==> src/rtl/pp_desc_pkg.sv <==
package pp_desc_pkg;
    localparam int WORD_W   = 8;
    localparam int BIT_EN   = 0;
    localparam int BIT_STOP = 1;
    localparam int BIT_ACK  = 4;
    localparam int BIT_SEL  = 5;
    localparam int BIT_BC   = 6;
    localparam int BIT_ACT  = 7;

    typedef enum logic [1:0] {SA_OFF, SA_RUN, SA_HALT} sa_state_t;
    typedef enum logic {MSG_IDLE, MSG_BUSY} msg_state_t;
endpackage

==> src/rtl/pp_msg_seq.sv <==
module pp_msg_seq #(
    parameter int SA_W = 2
) (
    input  logic            clk,
    input  logic            rst_n,
    input  logic            soft_rst,
    input  logic            msg_start,
    input  logic [SA_W-1:0] msg_sa,
    input  logic            msg_tx,
    input  logic            msg_done,
    output logic            start_fire,
    output logic            done_fire,
    output logic            active,
    output logic [SA_W-1:0] cur_sa,
    output logic            cur_tx
);
    import pp_desc_pkg::*;

    msg_state_t state_q, state_d;

    always_comb begin
        state_d = state_q;
        unique case (state_q)
            MSG_IDLE: if (msg_start) state_d = MSG_BUSY;
            MSG_BUSY: if (msg_done)  state_d = MSG_IDLE;
            default:  state_d = MSG_IDLE;
        endcase
    end

    always_ff @(posedge clk or negedge rst_n) begin
        if (!rst_n)        state_q <= MSG_IDLE;
        else if (soft_rst) state_q <= MSG_IDLE;
        else               state_q <= state_d;
    end

    always_ff @(posedge clk or negedge rst_n) begin
        if (!rst_n) begin
            cur_sa <= '0;
            cur_tx <= 1'b0;
        end else if (soft_rst) begin
            cur_sa <= '0;
            cur_tx <= 1'b0;
        end else if (start_fire) begin
            cur_sa <= msg_sa;
            cur_tx <= msg_tx;
        end
    end

    always_comb begin
        start_fire = (state_q == MSG_IDLE) && msg_start;
        done_fire  = (state_q == MSG_BUSY) && msg_done;
        active     = (state_q == MSG_BUSY);
    end

    assert_done_ends_R7: assert property (@(posedge clk) disable iff (!rst_n)
        (done_fire && !soft_rst) |=> !active);
endmodule

==> src/rtl/pp_sa_cell.sv <==
module pp_sa_cell
    import pp_desc_pkg::*;
(
    input  logic              clk,
    input  logic              rst_n,
    input  logic              soft_rst,
    input  logic              wr_hit,
    input  logic [WORD_W-1:0] wr_data,
    input  logic              rd_hit,
    input  logic              bc_set,
    input  logic              done_hit,
    input  logic              done_tx,
    input  logic              done_clean,
    input  logic              quiet,
    output logic [WORD_W-1:0] word,
    output logic              ptr_b
);
    sa_state_t state_q, state_d;
    logic en_q, stop_q, sel_q, bc_q, act_q;
    logic flip;

    always_comb begin
        state_d = state_q;
        unique case (state_q)
            SA_OFF: begin
                if (quiet && en_q) state_d = stop_q ? SA_HALT : SA_RUN;
            end
            SA_RUN: begin
                if (quiet) begin
                    if (!en_q)      state_d = SA_OFF;
                    else if (stop_q) state_d = SA_HALT;
                end
            end
            SA_HALT: begin
                if (quiet) begin
                    if (!en_q)       state_d = SA_OFF;
                    else if (!stop_q) state_d = SA_RUN;
                end
            end
            default: state_d = SA_OFF;
        endcase
    end

    always_ff @(posedge clk or negedge rst_n) begin
        if (!rst_n)        state_q <= SA_OFF;
        else if (soft_rst) state_q <= SA_OFF;
        else               state_q <= state_d;
    end

    assign flip = done_hit && done_tx && done_clean && (state_q == SA_RUN);

    always_ff @(posedge clk or negedge rst_n) begin
        if (!rst_n) begin
            en_q <= 1'b0; stop_q <= 1'b0; sel_q <= 1'b0; bc_q <= 1'b0; act_q <= 1'b0;
        end else if (soft_rst) begin
            en_q <= 1'b0; stop_q <= 1'b0; sel_q <= 1'b0; bc_q <= 1'b0; act_q <= 1'b0;
        end else begin
            if (wr_hit) begin
                en_q   <= wr_data[BIT_EN];
                stop_q <= wr_data[BIT_STOP];
            end
            if (flip)        sel_q <= ~sel_q;
            if (bc_set)      bc_q  <= 1'b1;
            if (done_hit)    act_q <= 1'b1;
            else if (rd_hit) act_q <= 1'b0;
        end
    end

    always_comb begin
        word           = '0;
        word[BIT_EN]   = en_q;
        word[BIT_STOP] = stop_q;
        word[BIT_ACK]  = (state_q == SA_RUN);
        word[BIT_SEL]  = sel_q;
        word[BIT_BC]   = bc_q;
        word[BIT_ACT]  = act_q;
        ptr_b          = en_q & sel_q;
    end

    assert_act_set_R2: assert property (@(posedge clk) disable iff (!rst_n)
        (done_hit && !soft_rst) |=> act_q);
    assert_sel_hold_R5: assert property (@(posedge clk) disable iff (!rst_n)
        (done_hit && !done_clean && !soft_rst) |=> $stable(sel_q));
    assert_sel_flip_R4: assert property (@(posedge clk) disable iff (!rst_n)
        (done_hit && done_tx && done_clean && word[BIT_ACK] && !soft_rst) |=> (sel_q != $past(sel_q)));
    assert_ack_quiet_R7: assert property (@(posedge clk) disable iff (!rst_n)
        (!quiet && !soft_rst) |=> $stable(state_q));
endmodule

==> src/rtl/pp_desc_ctrl.sv <==
module pp_desc_ctrl
    import pp_desc_pkg::*;
#(
    parameter int NUM_SA = 4,
    parameter int SA_W   = (NUM_SA > 1) ? $clog2(NUM_SA) : 1
) (
    input  logic              clk,
    input  logic              rst_n,
    input  logic              soft_rst,
    input  logic              bcast_disable,
    input  logic              msg_start,
    input  logic [SA_W-1:0]   msg_sa,
    input  logic              msg_tx,
    input  logic              msg_bcast,
    input  logic              msg_done,
    input  logic              msg_err,
    input  logic              msg_illegal,
    input  logic              msg_busy,
    input  logic              host_wr,
    input  logic              host_rd,
    input  logic [SA_W-1:0]   host_addr,
    input  logic [WORD_W-1:0] host_wdata,
    output logic [WORD_W-1:0] host_rdata,
    output logic              ptr_b
);
    logic            start_fire, done_fire, active, cur_tx, quiet, done_clean;
    logic [SA_W-1:0] cur_sa;
    logic [WORD_W-1:0] words [NUM_SA];
    logic [NUM_SA-1:0] ptr_vec;
    logic [WORD_W-1:0] rd_word;

    pp_msg_seq #(.SA_W(SA_W)) u_seq (
        .clk(clk), .rst_n(rst_n), .soft_rst(soft_rst),
        .msg_start(msg_start), .msg_sa(msg_sa), .msg_tx(msg_tx), .msg_done(msg_done),
        .start_fire(start_fire), .done_fire(done_fire), .active(active),
        .cur_sa(cur_sa), .cur_tx(cur_tx)
    );

    assign quiet      = !active && !msg_start;
    assign done_clean = !msg_err && !msg_illegal && !msg_busy;

    for (genvar i = 0; i < NUM_SA; i++) begin : g_sa
        pp_sa_cell u_cell (
            .clk(clk), .rst_n(rst_n), .soft_rst(soft_rst),
            .wr_hit(host_wr && (host_addr == i[SA_W-1:0])),
            .wr_data(host_wdata),
            .rd_hit(host_rd && (host_addr == i[SA_W-1:0])),
            .bc_set(start_fire && msg_bcast && !bcast_disable && (msg_sa == i[SA_W-1:0])),
            .done_hit(done_fire && (cur_sa == i[SA_W-1:0])),
            .done_tx(cur_tx),
            .done_clean(done_clean),
            .quiet(quiet),
            .word(words[i]),
            .ptr_b(ptr_vec[i])
        );
    end

    always_comb begin
        rd_word = '0;
        ptr_b   = 1'b0;
        for (int i = 0; i < NUM_SA; i++) begin
            if (host_addr == i[SA_W-1:0]) rd_word = words[i];
            if (cur_sa == i[SA_W-1:0])    ptr_b   = ptr_vec[i];
        end
    end

    always_ff @(posedge clk or negedge rst_n) begin
        if (!rst_n)        host_rdata <= '0;
        else if (soft_rst) host_rdata <= '0;
        else if (host_rd)  host_rdata <= rd_word;
    end

    assert_rdata_hold_R3: assert property (@(posedge clk) disable iff (!rst_n)
        (!host_rd && !soft_rst) |=> $stable(host_rdata));
endmodule

==> config.mk <==
export PLATFORM = sky130hd
export DESIGN_NAME = pp_desc_ctrl
export DESIGN_NICKNAME = d
export VERILOG_FILES = /design/src/rtl/pp_desc_pkg.sv /design/src/rtl/pp_msg_seq.sv /design/src/rtl/pp_sa_cell.sv /design/src/rtl/pp_desc_ctrl.sv
export SDC_FILE = /design/constraint.sdc
export NUM_CORES = 1
export LEC_CHECK = 0
export ABC_AREA = 1
export BUFFER_PORTS_ARGS = -buffer_cell sky130_fd_sc_hd__clkbuf_2
export CORE_ASPECT_RATIO = 2
export CORE_MARGIN = 10
export CORE_UTILIZATION = 58
export CTS_BUF_LIST = sky130_fd_sc_hd__clkbuf_8 sky130_fd_sc_hd__clkbuf_16
export DETAILED_ROUTE_END_ITERATION = 8
export PLACE_DENSITY = 0.87
export SYNTH_ARGS = -nofsm -noshare
export SYNTH_HDL_FRONTEND = slang
export SYNTH_HIERARCHICAL = 1
export SYNTH_SLANG_ARGS = --single-unit
==> constraint.sdc <==
create_clock -name clk -period 1.3 [get_ports clk]
set_input_delay 0.13 -clock clk [delete_from_list [all_inputs] [get_ports clk]]
set_output_delay 0.13 -clock clk [all_outputs]
set_load 0.05 [all_outputs]
---- Yosys cells after proc, flatten, opt, wreduce, memory -nomap -nowiden ----
Index checks and enable logic that the tools add are counted.
storage, ports and cells
  register bits after elaboration ......... 40
  bits of input ports ..................... 25
  output and inout bits ................... 9
  word-level logic and storage cells ...... 250
operators by class
  eq/ne operators ......................... 37
  muxes and demuxes ....................... 102
  bitwise operators ....................... 9
  reduce and logical (&&, ||, !) cells .... 74
operator list
  kind                                                   count
  2-to-1 mux 2 bit                                       38
  2-to-1 mux 1 bit                                       53
  2-to-1 mux 8 bit                                       6
  logical AND 1 bit                                      39
  inequality test 4 bit, second input constant           8
  nonzero test 2 bit                                     14
  inequality test 3 x 2 -> 1 bit, second input constant  9
  case mux 2 bit (3 select lines)                        4
  == test 2 bit, second input constant                   10
  AND reduction 5 bit                                    4
  == test 2 x 1 -> 1 bit, second input constant          7
  logical NOT 2 bit                                      7
  nonzero test 3 bit                                     4
  inequality test 3 bit, second input constant           3
  logical NOT 1 bit                                      6
  inverter 1 bit                                         5
  bitwise AND 1 bit                                      4
  case mux 1 bit (2 select lines)                        1

---- Depth between registers and ports, before layout ----
  depth after elaboration ................. 7
  mapped depth ............................ 8
  mapped depth without buffers ............ 8

---- Hierarchy ----
Netlist, hierarchy kept.
by module, submodules not included
  module        instances  cells an instance  area each (um^2)  seq. area each (um^2)
  pp_sa_cell    4          63                 437.9             175.2
  pp_desc_ctrl  1          143                815.8             200.2
  pp_msg_seq    1          21                 178.9             100.1

---- Least setup slack after synthesis ----
Ideal clock, no wire load.
  kind .................................... flip-flop to output port
  start point ............................. reg u_seq.cur_sa[0]
  end point ............................... out ptr_b
  arrival time ............................ 1.445 ns
  data required time ...................... 1.170 ns
  setup slack ............................. -0.275 ns
  cell stages (with the launch flop) ...... 4
  path buffers ............................ 0
  path through ............................ dfrtp_1 > inv_1 > nand3_1 > a31oi_1
between the ends
  longest elaborated chain between the ends .. 5
  elaborated cells on any way between the ends .. 8
  those cells by class .................... eq/ne (3); mux (4); reduce/logical (1)
ends and longest elaborated chain
  item                            line                source
  from (decl)                     pp_msg_seq.sv:14    output logic [SA_W-1:0] cur_sa,
  from (signal assigned)          pp_msg_seq.sv:44    cur_sa <= msg_sa;
  logical NOT 2 bit               pp_desc_ctrl.sv:63  if (cur_sa == i[SA_W-1:0]) ptr_b = ptr_vec[i];
  2-to-1 mux 1 bit (3 in series)  pp_desc_ctrl.sv:63
  2-to-1 mux 1 bit *              pp_desc_ctrl.sv:63
  to (decl)                       pp_desc_ctrl.sv:24  output logic ptr_b
Mark *: on every way between the ends. The rest lies on a longest branch, timed or not.

---- Worst setup path after layout ----
Same ends and word-level chain as after synthesis.

==> impl_metrics.sql <==
INSERT INTO impl_metrics (metric_group, metric, value, unit) VALUES
('synth', 'synthMostInstantiatedCell', 'sky130_fd_sc_hd__nand2_1', ''),
('synth', 'synth_top_cell_area_share', '0.3645', ''),
('worst_setup_path', 'reg2regPathDepth', '8', ''),
('timing', 'achievable_clock_frequency', '678.5', 'MHz'),
('timing', 'time_the_worst_path_needs_with_i_o_delays_and_setup', '1474', 'ps'),
('cts', 'clk_root_buffer_cell', 'sky130_fd_sc_hd__clkbuf_8', ''),
('synth', 'synthArstFlopShare', '1.000', ''),
('status', 'violations', 'setup timing', ''),
('timing', 'report.final.hold_viol_count', '0', ''),
('worst_setup_path', 'rrSetupSlack', '-110', 'ps'),
('floorplanning', 'core_area', '4598', 'um^2'),
('synth', 'post_synth_top_flop', 'sky130_fd_sc_hd__dfrtp_1', ''),
('worst_setup_path', 'timing.critical_path.to_type', 'output port', ''),
('power', 'sequential_share_of_power', '0.462', ''),
('timing', 'final_clock_period_utilization_by_the_worst_path', '1.134', ''),
('power', 'vdd.ir_drop.worst', '0.8171', 'mV'),
('hold_path', 'hold-path-endpoint', 'u_seq/cur_tx$_DFFE_PN0P_', ''),
('routing', 'detailedRoute.firstIterationViolations', '144', ''),
('run', 'timing.max_cap.violations', '0', ''),
('grt', 'global_route_usage_over_all_layers', '0.1686', ''),
('place', 'io_buffer_count', '27', ''),
('timing', 'final.setup.worst_slack', '-173.7', 'ps'),
('routing', 'first_pass_iteration_count_of_the_detailed_router', '4', ''),
('worst_setup_path', 'path_max_fanout', '6', ''),
('worst_setup_path', 'cp_data_required_time', '1170', 'ps'),
('hold_path', 'hold_path_depth', '3', ''),
('place', 'routabilityCongestion', '0.9481', ''),
('floorplanning', 'pin_count', '34', ''),
('power', 'internal_power', '2.063', 'mW'),
('power', 'power.density_cell_area', '973.6', 'nW/um^2'),
('finish', 'final_design_area_no_fill', '3049', 'um^2'),
('timing', 'fin_skew', '3.633', 'ps'),
('routing', 'detail_route.drc_violations', '0', ''),
('cts', 'cts_tree', 'done', ''),
('grt', 'grt_start_max_net_pins', '41', ''),
('power', 'share_of_total_power_in_combinational_logic', '0.193', ''),
('routing', 'drt.antenna.violating_nets', '0', ''),
('synth', 'syn-mean-instance-area', '6.602', 'um^2'),
('power', 'clkPwrFrac', '0.345', ''),
('status', 'status', 'complete, but fails checks', ''),
('floorplanning', 'placementRows', '35', ''),
('hold_path', 'hold_path_startpoint', 'msg_tx', ''),
('place', 'hpwlAfterDp', '4860', 'um'),
('synth', 'ys_seq_area_frac', '0.3645', ''),
('hold_path', 'hold_class', 'input port to flop', ''),
('worst_setup_path', 'startpoint_types', 'flop', ''),
('finish', 'area_growth_syn_to_layout', '11.02', '%'),
('cts', 'tritoncts_buffers', '5', ''),
('grt', 'number_of_antenna_violations_at_the_first_check_in_global_routing', '0', ''),
('synth', 'ys_types', '25', ''),
('floorplanning', 'die_width', '68.66', 'um'),
('power', 'post-layout-total-power', '2.969', 'mW'),
('timing', 'maxSlewHeadroom', '0.6624', ''),
('timing', 'rsz_0062_raised_after_global_routing', 'yes', ''),
('timing', 'finalSetupViolations', '4', ''),
('grt', 'globalRoute.totalOverflow', '0', ''),
('worst_setup_path', 'timing.setup.critical_path_class', 'flop to output port', ''),
('grt', 'via_count_of_the_first_global_routing_pass', '2626', ''),
('floorplanning', 'starting_density', '0.5973', ''),
('synth', 'synth.ff_latch_count', '40', ''),
('synth', 'number_of_warnings_issued_by_yosys', '6', ''),
('cts', 'clk_transition_reported_paths', '80', 'ps'),
('synth', 'number_of_flops_mapped_to_enable_cells_by_yosys', '0', ''),
('power', 'power.net_switching', '0.9053', 'mW'),
('worst_setup_path', 'rr_startpoint', 'u_seq/active$_DFF_PN0_', ''),
('worst_setup_path', 'rr_endpoint', 'g_sa[1].u_cell/sel_q$_DFFE_PN0P_', ''),
('finish', 'layout-drive-gt1-share', '0.1991', ''),
('routing', 'via_per_inst', '5.072', ''),
('synth', 'synth_top_area_cell', 'sky130_fd_sc_hd__dfrtp_1', ''),
('timing', 'timing_worst_slew_pin_value', '506.4', 'ps'),
('routing', 'drt-total-wl', '6330', 'um');
## worst max-delay path: stages, from the launching register on
cell and delay [ps]:
sky130_fd_sc_hd__dfrtp_2 480, sky130_fd_sc_hd__nand2_1 130, sky130_fd_sc_hd__nor2_1 80, sky130_fd_sc_hd__a31oi_4 190, sky130_fd_sc_hd__buf_8 170
## how the worst max path moves through the flow
| stage | startpoint | slack [ps] | cells past startpoint | endpoint |
|---|---|---|---|---|
| final | u_seq/cur_sa[0]$_DFFE_PN0P_ | -170 | 4 | ptr_b |
| after global routing | u_seq/cur_sa[0]$_DFFE_PN0P_ | -220 | 4 | ptr_b |
| after CTS | u_seq/cur_sa[1]$_DFFE_PN0P_ | -160 | 4 | ptr_b |
| after detailed placement | u_seq/active$_DFF_PN0_ | 9 | 8 | g_sa[0].u_cell/sel_q$_DFFE_PN0P_ |
| after floorplan | u_seq/cur_sa[1]$_DFFE_PN0P_ | 30 | 3 | ptr_b |
| after global placement | u_seq/active$_DFF_PN0_ | 40 | 8 | g_sa[0].u_cell/sel_q$_DFFE_PN0P_ |
## state kept, by name, summed over array words and instances, names as in the netlist
name and count:
g_sa.u_cell/state_q 8, host_rdata 8, g_sa.u_cell/act_q 4, g_sa.u_cell/bc_q 4, g_sa.u_cell/en_q 4, g_sa.u_cell/sel_q 4
g_sa.u_cell/stop_q 4, u_seq/cur_sa 2, u_seq/active 1, u_seq/cur_tx 1
## kinds of logic (layout without fill, tap and decap cells)
| logic type | Yosys count | in the layout | share of synthesized area |
|---|---|---|---|
| AOI/OAI and AO/OA | 28 | 28 | 0.05422 |
| and+or+nand+nor | 247 | 247 | 0.3945 |
| other | 4 | 8 | 0.005465 |
| DFF | 40 | 40 | 0.3645 |
| buffers and inverters | 97 | 119 | 0.1813 |
## power groups by stage
stage,Clock (mW),Combinational [mW],Sequential [mW]
2_1_floorplan,0,0.355,1.43
5_1_grt,1.10,0.655,1.38
3_3_place_gp,0,0.530,1.38
6_report,1.02,0.573,1.37
4_1_cts,1.04,0.565,1.36
3_5_place_dp,0,0.548,1.39
## stage by stage
| stage | instances | hold slack (ps) | util |
|---|---|---|---|
| global placement | 484 | 216.0 | 0.6150 |
| floorplan | 420 | -165.6 | - |
| finish | 497 | 80.83 | 0.6631 |
| CTS | 496 | 60.95 | 0.6536 |
| detailed placement | 484 | 222.4 | 0.6150 |
| global route | 497 | 85.79 | 0.6631 |
## per-layer routing
metal | up-vias | wire length (um) | part of all wire | GRT usage
li1 | 1293 | - | - | -
met1 | 1142 | 2215 | 0.35 | 0.1662
met2 | 64 | 3507 | 0.55 | 0.2985
met3 | 22 | 351 | 0.055 | 0.03337
met4 | 0 | 255 | 0.040 | 0.09747
met5 | - | 0 | 0 | 0
## timing repair
| action | CTS | global route |
|---|---|---|
| hold buffers | 1 | 0 |
| pin swaps | 1 | 2 |
| gates resized for setup | 10 | 10 |
| buffers inserted | 3 | 1 |
| hold endpoints to repair | 40 | 0 |
| endpoints found under the setup margin | 2 | 8 |
## cell usage in the layout, fill, tap and decap left out, types with 2 or more instances in the layout
master / n
sky130_fd_sc_hd__buf_4: 18
sky130_fd_sc_hd__nand3_1: 35
sky130_fd_sc_hd__clkbuf_8: 5
sky130_fd_sc_hd__nor2_4: 2
sky130_fd_sc_hd__or2_0: 4
sky130_fd_sc_hd__nor2_1: 57
sky130_fd_sc_hd__o21ai_0: 12
sky130_fd_sc_hd__nand2_2: 5
sky130_fd_sc_hd__o21ai_2: 3
sky130_fd_sc_hd__nor3_1: 7
sky130_fd_sc_hd__dfrtp_2: 4
sky130_fd_sc_hd__inv_1: 50
sky130_fd_sc_hd__clkbuf_2: 26
sky130_fd_sc_hd__nand2_1: 113
sky130_fd_sc_hd__dfrtp_1: 36
sky130_fd_sc_hd__clkinv_1: 8
sky130_fd_sc_hd__inv_2: 5
sky130_fd_sc_hd__or2_1: 3
sky130_fd_sc_hd__nand4_1: 7
sky130_fd_sc_hd__nor2_2: 8
sky130_fd_sc_hd__a21oi_1: 12
sky130_fd_sc_hd__nand3_4: 2
sky130_fd_sc_hd__conb_1: 8
## layout make-up
class	instances	area, um^2	area share
repair buffers	46	290.3	0.09520
multi-input cells	283	1321	0.4333
clock inverters	3	42.54	0.01395
inverters	65	251.5	0.08248
well taps	55	68.82	0.02257
flip-flops and latches	40	1006	0.3299
clock buffers	5	68.82	0.02257
(Power assumes the default switching activity.)
